<file path="src/rtl/cmpwd_pkg.sv">
package cmpwd_pkg;

    localparam int DATA_W       = 32;
    localparam int SLOTS_PER_CH = 4;
    localparam int SLOT_W       = $clog2(SLOTS_PER_CH);

    // control word bit positions
    localparam int CTL_IRQ_EN   = 0;
    localparam int CTL_IRQ_STAT = 1;
    localparam int CTL_RST_EN   = 2;

    typedef enum logic [SLOT_W-1:0] {
        SLOT_CUR  = 2'd0,
        SLOT_BITE = 2'd1,
        SLOT_BARK = 2'd2,
        SLOT_CTRL = 2'd3
    } slot_e;

    typedef struct packed {
        logic cur;
        logic bite;
        logic bark;
        logic ctrl;
    } slot_we_t;

    typedef struct packed {
        logic [DATA_W-1:0] cur;
        logic [DATA_W-1:0] bite;
        logic [DATA_W-1:0] bark;
        logic              irq_en;
        logic              irq_stat;
        logic              rst_en;
    } ch_view_t;

    function automatic slot_we_t slot_decode(input logic we, input slot_e s);
        slot_we_t r;
        r.cur  = we && (s == SLOT_CUR);
        r.bite = we && (s == SLOT_BITE);
        r.bark = we && (s == SLOT_BARK);
        r.ctrl = we && (s == SLOT_CTRL);
        return r;
    endfunction

    function automatic logic [DATA_W-1:0] pack_ctrl(input ch_view_t v);
        logic [DATA_W-1:0] w;
        w               = '0;
        w[CTL_IRQ_EN]   = v.irq_en;
        w[CTL_IRQ_STAT] = v.irq_stat;
        w[CTL_RST_EN]   = v.rst_en;
        return w;
    endfunction

endpackage

</file>
<file path="src/rtl/cmpwd_channel.sv">
module cmpwd_channel
    import cmpwd_pkg::*;
#(
    parameter bit HAS_BARK = 1'b0
) (
    input  logic              clk,
    input  logic              rst,
    input  logic              tick_i,
    input  slot_we_t          we_i,
    input  logic [DATA_W-1:0] wdata_i,
    output ch_view_t          view_o,
    output logic              req_o
);

    logic [DATA_W-1:0] cur_q;
    logic [DATA_W-1:0] bite_q;
    logic [DATA_W-1:0] bark_q;
    logic              irq_en_q;
    logic              stat_q;
    logic              rst_en_q;
    logic              req_q;
    logic              bite_hit;

    assign bite_hit = rst_en_q && (cur_q >= bite_q);

    always_ff @(posedge clk) begin
        if (rst) begin
            cur_q    <= '0;
            bite_q   <= '0;
            rst_en_q <= 1'b0;
            req_q    <= 1'b0;
        end else begin
            // a bus write overrides the tick increment
            if (we_i.cur)
                cur_q <= wdata_i;
            else if (tick_i)
                cur_q <= cur_q + DATA_W'(1);
            if (we_i.bite)
                bite_q <= wdata_i;
            if (we_i.ctrl)
                rst_en_q <= wdata_i[CTL_RST_EN];
            if (bite_hit)
                req_q <= 1'b1;
        end
    end

    generate
        if (HAS_BARK) begin : g_bark
            logic bark_hit;
            assign bark_hit = irq_en_q && (cur_q >= bark_q);

            always_ff @(posedge clk) begin
                if (rst) begin
                    bark_q   <= '0;
                    irq_en_q <= 1'b0;
                    stat_q   <= 1'b0;
                end else begin
                    if (we_i.bark)
                        bark_q <= wdata_i;
                    if (we_i.ctrl)
                        irq_en_q <= wdata_i[CTL_IRQ_EN];
                    // set has priority over write-one-to-clear
                    if (bark_hit)
                        stat_q <= 1'b1;
                    else if (we_i.ctrl && wdata_i[CTL_IRQ_STAT])
                        stat_q <= 1'b0;
                end
            end
        end else begin : g_no_bark
            assign bark_q   = '0;
            assign irq_en_q = 1'b0;
            assign stat_q   = 1'b0;
        end
    endgenerate

    assign view_o = '{cur: cur_q, bite: bite_q, bark: bark_q,
                      irq_en: irq_en_q, irq_stat: stat_q, rst_en: rst_en_q};
    assign req_o  = req_q;

endmodule

</file>
<file path="src/rtl/cmpwd_regif.sv">
module cmpwd_regif
    import cmpwd_pkg::*;
#(
    parameter int NUM_CH = 3,
    parameter int ADDR_W = 4
) (
    input  logic                  bus_we_i,
    input  logic [ADDR_W-1:0]     bus_waddr_i,
    input  ch_view_t [NUM_CH-1:0] views_i,
    output slot_we_t [NUM_CH-1:0] we_o,
    output logic [DATA_W-1:0]     rdata_o
);

    localparam int CH_W = ADDR_W - SLOT_W;

    logic [CH_W-1:0] ch_idx;
    slot_e           slot;

    assign ch_idx = bus_waddr_i[ADDR_W-1:SLOT_W];
    assign slot   = slot_e'(bus_waddr_i[SLOT_W-1:0]);

    generate
        for (genvar g = 0; g < NUM_CH; g++) begin : g_dec
            assign we_o[g] = slot_decode(bus_we_i && (ch_idx == CH_W'(g)), slot);
        end
    endgenerate

    always_comb begin
        rdata_o = '0;
        for (int i = 0; i < NUM_CH; i++) begin
            if (ch_idx == CH_W'(i)) begin
                case (slot)
                    SLOT_CUR:  rdata_o = views_i[i].cur;
                    SLOT_BITE: rdata_o = views_i[i].bite;
                    SLOT_BARK: rdata_o = views_i[i].bark;
                    SLOT_CTRL: rdata_o = pack_ctrl(views_i[i]);
                    default:   rdata_o = '0;
                endcase
            end
        end
    end

endmodule

</file>
<file path="src/rtl/cmp_watchdog.sv">
module cmp_watchdog
    import cmpwd_pkg::*;
#(
    parameter  int NUM_CH = 3,
    localparam int ADDR_W = $clog2(NUM_CH) + SLOT_W
) (
    input  logic              clk,
    input  logic              rst,
    input  logic              tick_i,
    input  logic              bus_we_i,
    input  logic [ADDR_W-1:0] bus_waddr_i,
    input  logic [DATA_W-1:0] bus_wdata_i,
    output logic [DATA_W-1:0] bus_rdata_o,
    output logic              irq_o,
    output logic              recovery_rst_o,
    output logic              system_rst_o
);

    ch_view_t [NUM_CH-1:0] views;
    slot_we_t [NUM_CH-1:0] slot_we;
    logic     [NUM_CH-1:0] req;

    cmpwd_regif #(
        .NUM_CH (NUM_CH),
        .ADDR_W (ADDR_W)
    ) u_regif (
        .bus_we_i    (bus_we_i),
        .bus_waddr_i (bus_waddr_i),
        .views_i     (views),
        .we_o        (slot_we),
        .rdata_o     (bus_rdata_o)
    );

    generate
        for (genvar g = 0; g < NUM_CH; g++) begin : g_ch
            cmpwd_channel #(
                .HAS_BARK (g == 0)
            ) u_ch (
                .clk     (clk),
                .rst     (rst),
                .tick_i  (tick_i),
                .we_i    (slot_we[g]),
                .wdata_i (bus_wdata_i),
                .view_o  (views[g]),
                .req_o   (req[g])
            );
        end
    endgenerate

    always_comb begin
        system_rst_o = 1'b0;
        for (int i = 1; i < NUM_CH; i++)
            system_rst_o = system_rst_o | req[i];
    end

    assign recovery_rst_o = req[0];
    assign irq_o          = views[0].irq_stat;

endmodule

</file>
<file path="config.mk">
export PLATFORM = sky130hd
export DESIGN_NAME = cmp_watchdog
export DESIGN_NICKNAME = d
export VERILOG_FILES = /design/src/rtl/cmpwd_pkg.sv /design/src/rtl/cmpwd_channel.sv /design/src/rtl/cmpwd_regif.sv /design/src/rtl/cmp_watchdog.sv
export SDC_FILE = /design/constraint.sdc
export NUM_CORES = 1
export LEC_CHECK = 0
export ABC_AREA = 1
export CORE_MARGIN = 3
export CORE_UTILIZATION = 45
export DETAILED_ROUTE_END_ITERATION = 10
export PLACE_DENSITY = 0.67
export SLEW_MARGIN = 20
export SYNTH_ARGS = -nofsm -noshare
export SYNTH_HDL_FRONTEND = slang
export SYNTH_SLANG_ARGS = --single-unit
export TNS_END_PERCENT = 50
</file>
<file path="constraint.sdc">
create_clock -name clk -period 2.2 [get_ports clk]
set_input_delay 0.22 -clock clk [delete_from_list [all_inputs] [get_ports clk]]
set_output_delay 0.22 -clock clk [all_outputs]
set_load 0.05 [all_outputs]
</file>
==> flow_metrics.py <==
metrics = {
    "timing": {
        "fin_skew_ns": 0.01132,
        "max_freq_mhz": 443.7,
        "maxSlewHeadroom_pct": 38.17,
        "rsz0062_at_grt": "yes",
        "worst_slack_ns": -0.05354,
        "drv_slew": 0,
        "setup_viol": 1,
        "layout_min_cycle_time_ns": 2.254,
        "finalCritPeriodShare_pct": 102.4,
        "tightest_slew_ns": 0.9275,
        "finalHoldViolCount": 0,
        "tns_ns": -0.05354,
    },
    "yosys": {
        "yosysTopAreaCell": "dfxtp_1",
        "synth-seq-cells": 232,
        "synth-compound-area-share_pct": 21.54,
        "synth_top_area_share_pct": 29.30,
        "ys_warn_count": 0,
        "synthMuxAreaShare_pct": 0,
        "synth.net_count": 2597,
        "synth_seq_area_share_pct": 29.30,
        "synth-adder-area-share_pct": 10.34,
        "synth_cell_types": 42,
        "synthXorXnorAreaFrac_pct": 3.205,
        "synth_top_family_by_area": "simple AND/OR/NAND/NOR gates",
        "netlist_instances": 2426,
        "synth.avg_cell_area_um2": 6.533,
        "ys_top_cells_by_area": "dfxtp_1 (29%), nand2_1 (13%), ha_1 (10%)",
        "synth-simple-area-share_pct": 24.16,
        "syn_area_um2": 15850,
    },
    "placed_design": {
        "placed_cell_area_um2": 18110,
        "hpwl_um": 47850,
        "portBuffers": 74,
        "gp_congestion": 1.026,
    },
    "layout": {
        "fillers": 3389,
        "nets": 2722,
        "drive_gt1_share_pct": 10.46,
        "area_growth_pct": 21.58,
        "multiInputGateArea_um2": 9449,
        "design_area_um2": 19270,
        "seq_area_um2": 4647,
    },
    "setup_path": {
        "worstPathMaxFanout": 5,
        "start_kind": "flip-flop",
        "ff2ff_setup_slack_ns": 0.04,
        "timing.rr.start": "g_ch[2].u_ch.bite_q[15]",
        "crit_type": "flip-flop to primary output",
        "required_ns": 1.98,
        "crit_arrival_ns": 2.03,
        "endpoint_kind": "primary output",
        "r2r_end": "g_ch[2].u_ch.req_o",
        "reg2reg_depth": 12,
    },
    "cts": {
        "path_clk_slew_ns": 0.06,
        "cts_root_buffer": "clkbuf_16",
        "clock-sinks": 232,
        "h-tree-depth": 1,
        "cts.hold.buffers_added": 0,
        "clockBufferDepth": 3,
        "insertion_delay_ns": 0.57,
        "cts_made_buffers": 29,
        "cts_tree": "yes",
    },
    "grt": {
        "grt_pass1_vias": 16290,
        "grt-ovfl-total": 0,
        "grt_max_degree": 96,
        "grt_usage_pct": 32.90,
        "grt_pass1_wl_um": 96770,
        "antenna_found_initial": 1,
    },
    "flow_run": {
        "drv_cap": 0,
    },
    "min_path": {
        "min_path_type": "input pin to flip-flop",
        "whs_path_depth": 5,
        "min_to": "g_ch[1].u_ch.cur_q[10]",
        "min-delay-start": "rst",
    },
    "power_and_ir_drop": {
        "powerDensity_nw_per_um2": 577.3,
        "power_frac_clock_pct": 46.0,
        "leakagePower_nw": 8.037,
        "intPower_mw": 7.970,
        "switching_power_mw": 3.155,
        "swShare_pct": 28.36,
        "combPwrFrac_pct": 14.6,
        "pwr-share-seq_pct": 39.3,
        "irDropWorstVdd_mv": 0.5946,
    },
    "status": {
        "outcome": "complete, but fails checks",
        "violations": "negative setup slack",
    },
    "routing": {
        "num_vias": 17380,
        "drc": 0,
        "wire_per_inst_um": 21.26,
        "detail-route-antenna-nets": 0,
        "wirelength_um": 64360,
        "dr.pass1.iters": 5,
        "viasPerCell": 5.740,
        "drt_iter0_drc": 1794,
    },
    "floorplanning": {
        "io_pins": 75,
        "std_cell_rows": 68,
        "die_area_um2": 37510,
        "fp.dieW_um": 193.7,
        "die_h_um": 193.7,
        "initial_core_util_pct": 45.77,
        "core_area_um2": 34630,
    },
}
==> per-layer routing <==
layer | share of wire [%] | vias to the layer above | global-route usage [%] | routed length (µm)
met1 | 42 | 8111 | 44.62 | 27170
met2 | 44 | 853 | 52.37 | 28340
li1 | - | 8250 | - | -
met4 | 4.6 | 0 | 13.23 | 2950
met3 | 9.2 | 162 | 5.491 | 5898
met5 | 0 | - | 0 | 0
==> power by group through the flow <==
| stage | Combinational, mW | Sequential, mW | Clock, mW |
|---|---|---|---|
| after floorplan | 0.841 | 4.44 | 0 |
| after global placement | 1.53 | 4.46 | 0 |
| after detailed placement | 1.54 | 4.46 | 0 |
| after CTS | 1.59 | 4.37 | 5.14 |
| after global routing | 1.74 | 4.38 | 5.29 |
| final | 1.63 | 4.37 | 5.12 |
==> state kept, by name, summed over array words and instances (netlist names) <==
register / count
g_ch.u_ch.cur_q: 96
g_ch.u_ch.rst_en_q: 3
g_ch.u_ch.bark_q: 32
g_ch.u_ch.req_o: 3
g_ch.u_ch.bite_q: 96
g_ch.u_ch.irq_en_q: 1
g_ch.u_ch.stat_q: 1
==> cells in the final DEF, fill, tap and decap left out, types with 39 or more instances in the layout <==
cell,count
clkdlybuf4s50_1,39
buf_4,99
a21oi_1,247
ha_1,131
inv_1,335
xor2_1,54
nand2_1,555
dfxtp_1,230
buf_12,50
o22ai_1,98
nand3_1,87
o21ai_0,209
nor2_1,175
==> synthesized netlist by cell type, drive strengths merged <==
library cell  instances
a21oi               247
o221ai               15
a31oi                23
dfxtp               232
o211ai                4
nand3                92
o22ai                98
and3                  2
ha                  131
o21a                  8
buf                  52
xor2                 54
o2111ai               1
or2                   2
a21o                  3
inv                 355
nor2                197
nand2               562
nor3                 35
a211oi                2
o21ai               229
nand4                18
clkinv                2
o21bai                1
nor4                  4
clkbuf               52
nand3b                1
xnor2                 4
==> area by class of cell <==
type	instances	area share, %
multi-input cells	1735	49.03
flip-flops and latches	232	24.11
repair buffers	196	11.68
inverters	357	7.012
clock buffers	41	4.415
well taps	455	2.954
clock inverters	10	0.7791
diodes	1	0.01299
==> stage by stage <==
step	instances	util, %	worst slack, ns	power [mW]	hold WS (ns)
floorplan	2426	-	0.5490	5.284	0.3687
global placement	2968	52.31	-0.2639	5.989	0.4417
detailed placement	2968	52.31	-0.3193	6.005	0.4508
CTS	3026	55.62	-0.01807	11.10	0.2074
global route	3026	55.64	-0.03901	11.42	0.2342
finish	3027	55.65	-0.05354	11.12	0.1990
==> critical path: stages (launching register included) <==
cell     delay (ns)
dfxtp_1        0.33
buf_4          0.17
inv_1          0.11
o22ai_1        0.16
o21ai_0        0.25
nand3_1        0.23
buf_12         0.22
==> timing repair <==
action,in CTS,in global routing
setup buffers,4,0
pin swaps,4,0
gates cloned,3,0
resized for setup,21,6
endpoints found under the setup margin,32,6
==> cell families after synthesis <==
| logic type | Yosys count |
|---|---|
| buffers and inverters | 461 |
| AND/OR/NAND/NOR | 913 |
| adder cells (fa/ha/maj) | 131 |
| flip-flops | 232 |
| XOR/XNOR | 58 |
| AO/OA/AOI/OAI | 631 |
==> worst max-delay path by stage <==
stage | endpoint | startpoint | slack [ns] | cells past startpoint
2_1_floorplan | bus_rdata_o[22] | bus_waddr_i[1] | 0.55 | 7
3_3_place_gp | bus_rdata_o[8] | bus_waddr_i[0] | -0.26 | 8
3_5_place_dp | bus_rdata_o[12] | bus_waddr_i[0] | -0.32 | 8
4_1_cts | bus_rdata_o[15] | g_ch[0].u_ch.cur_q[15] | -0.02 | 6
5_1_grt | bus_rdata_o[15] | g_ch[0].u_ch.cur_q[15] | -0.04 | 6
6_report | bus_rdata_o[15] | g_ch[0].u_ch.cur_q[15] | -0.05 | 6
(Power assumes the default switching activity.)
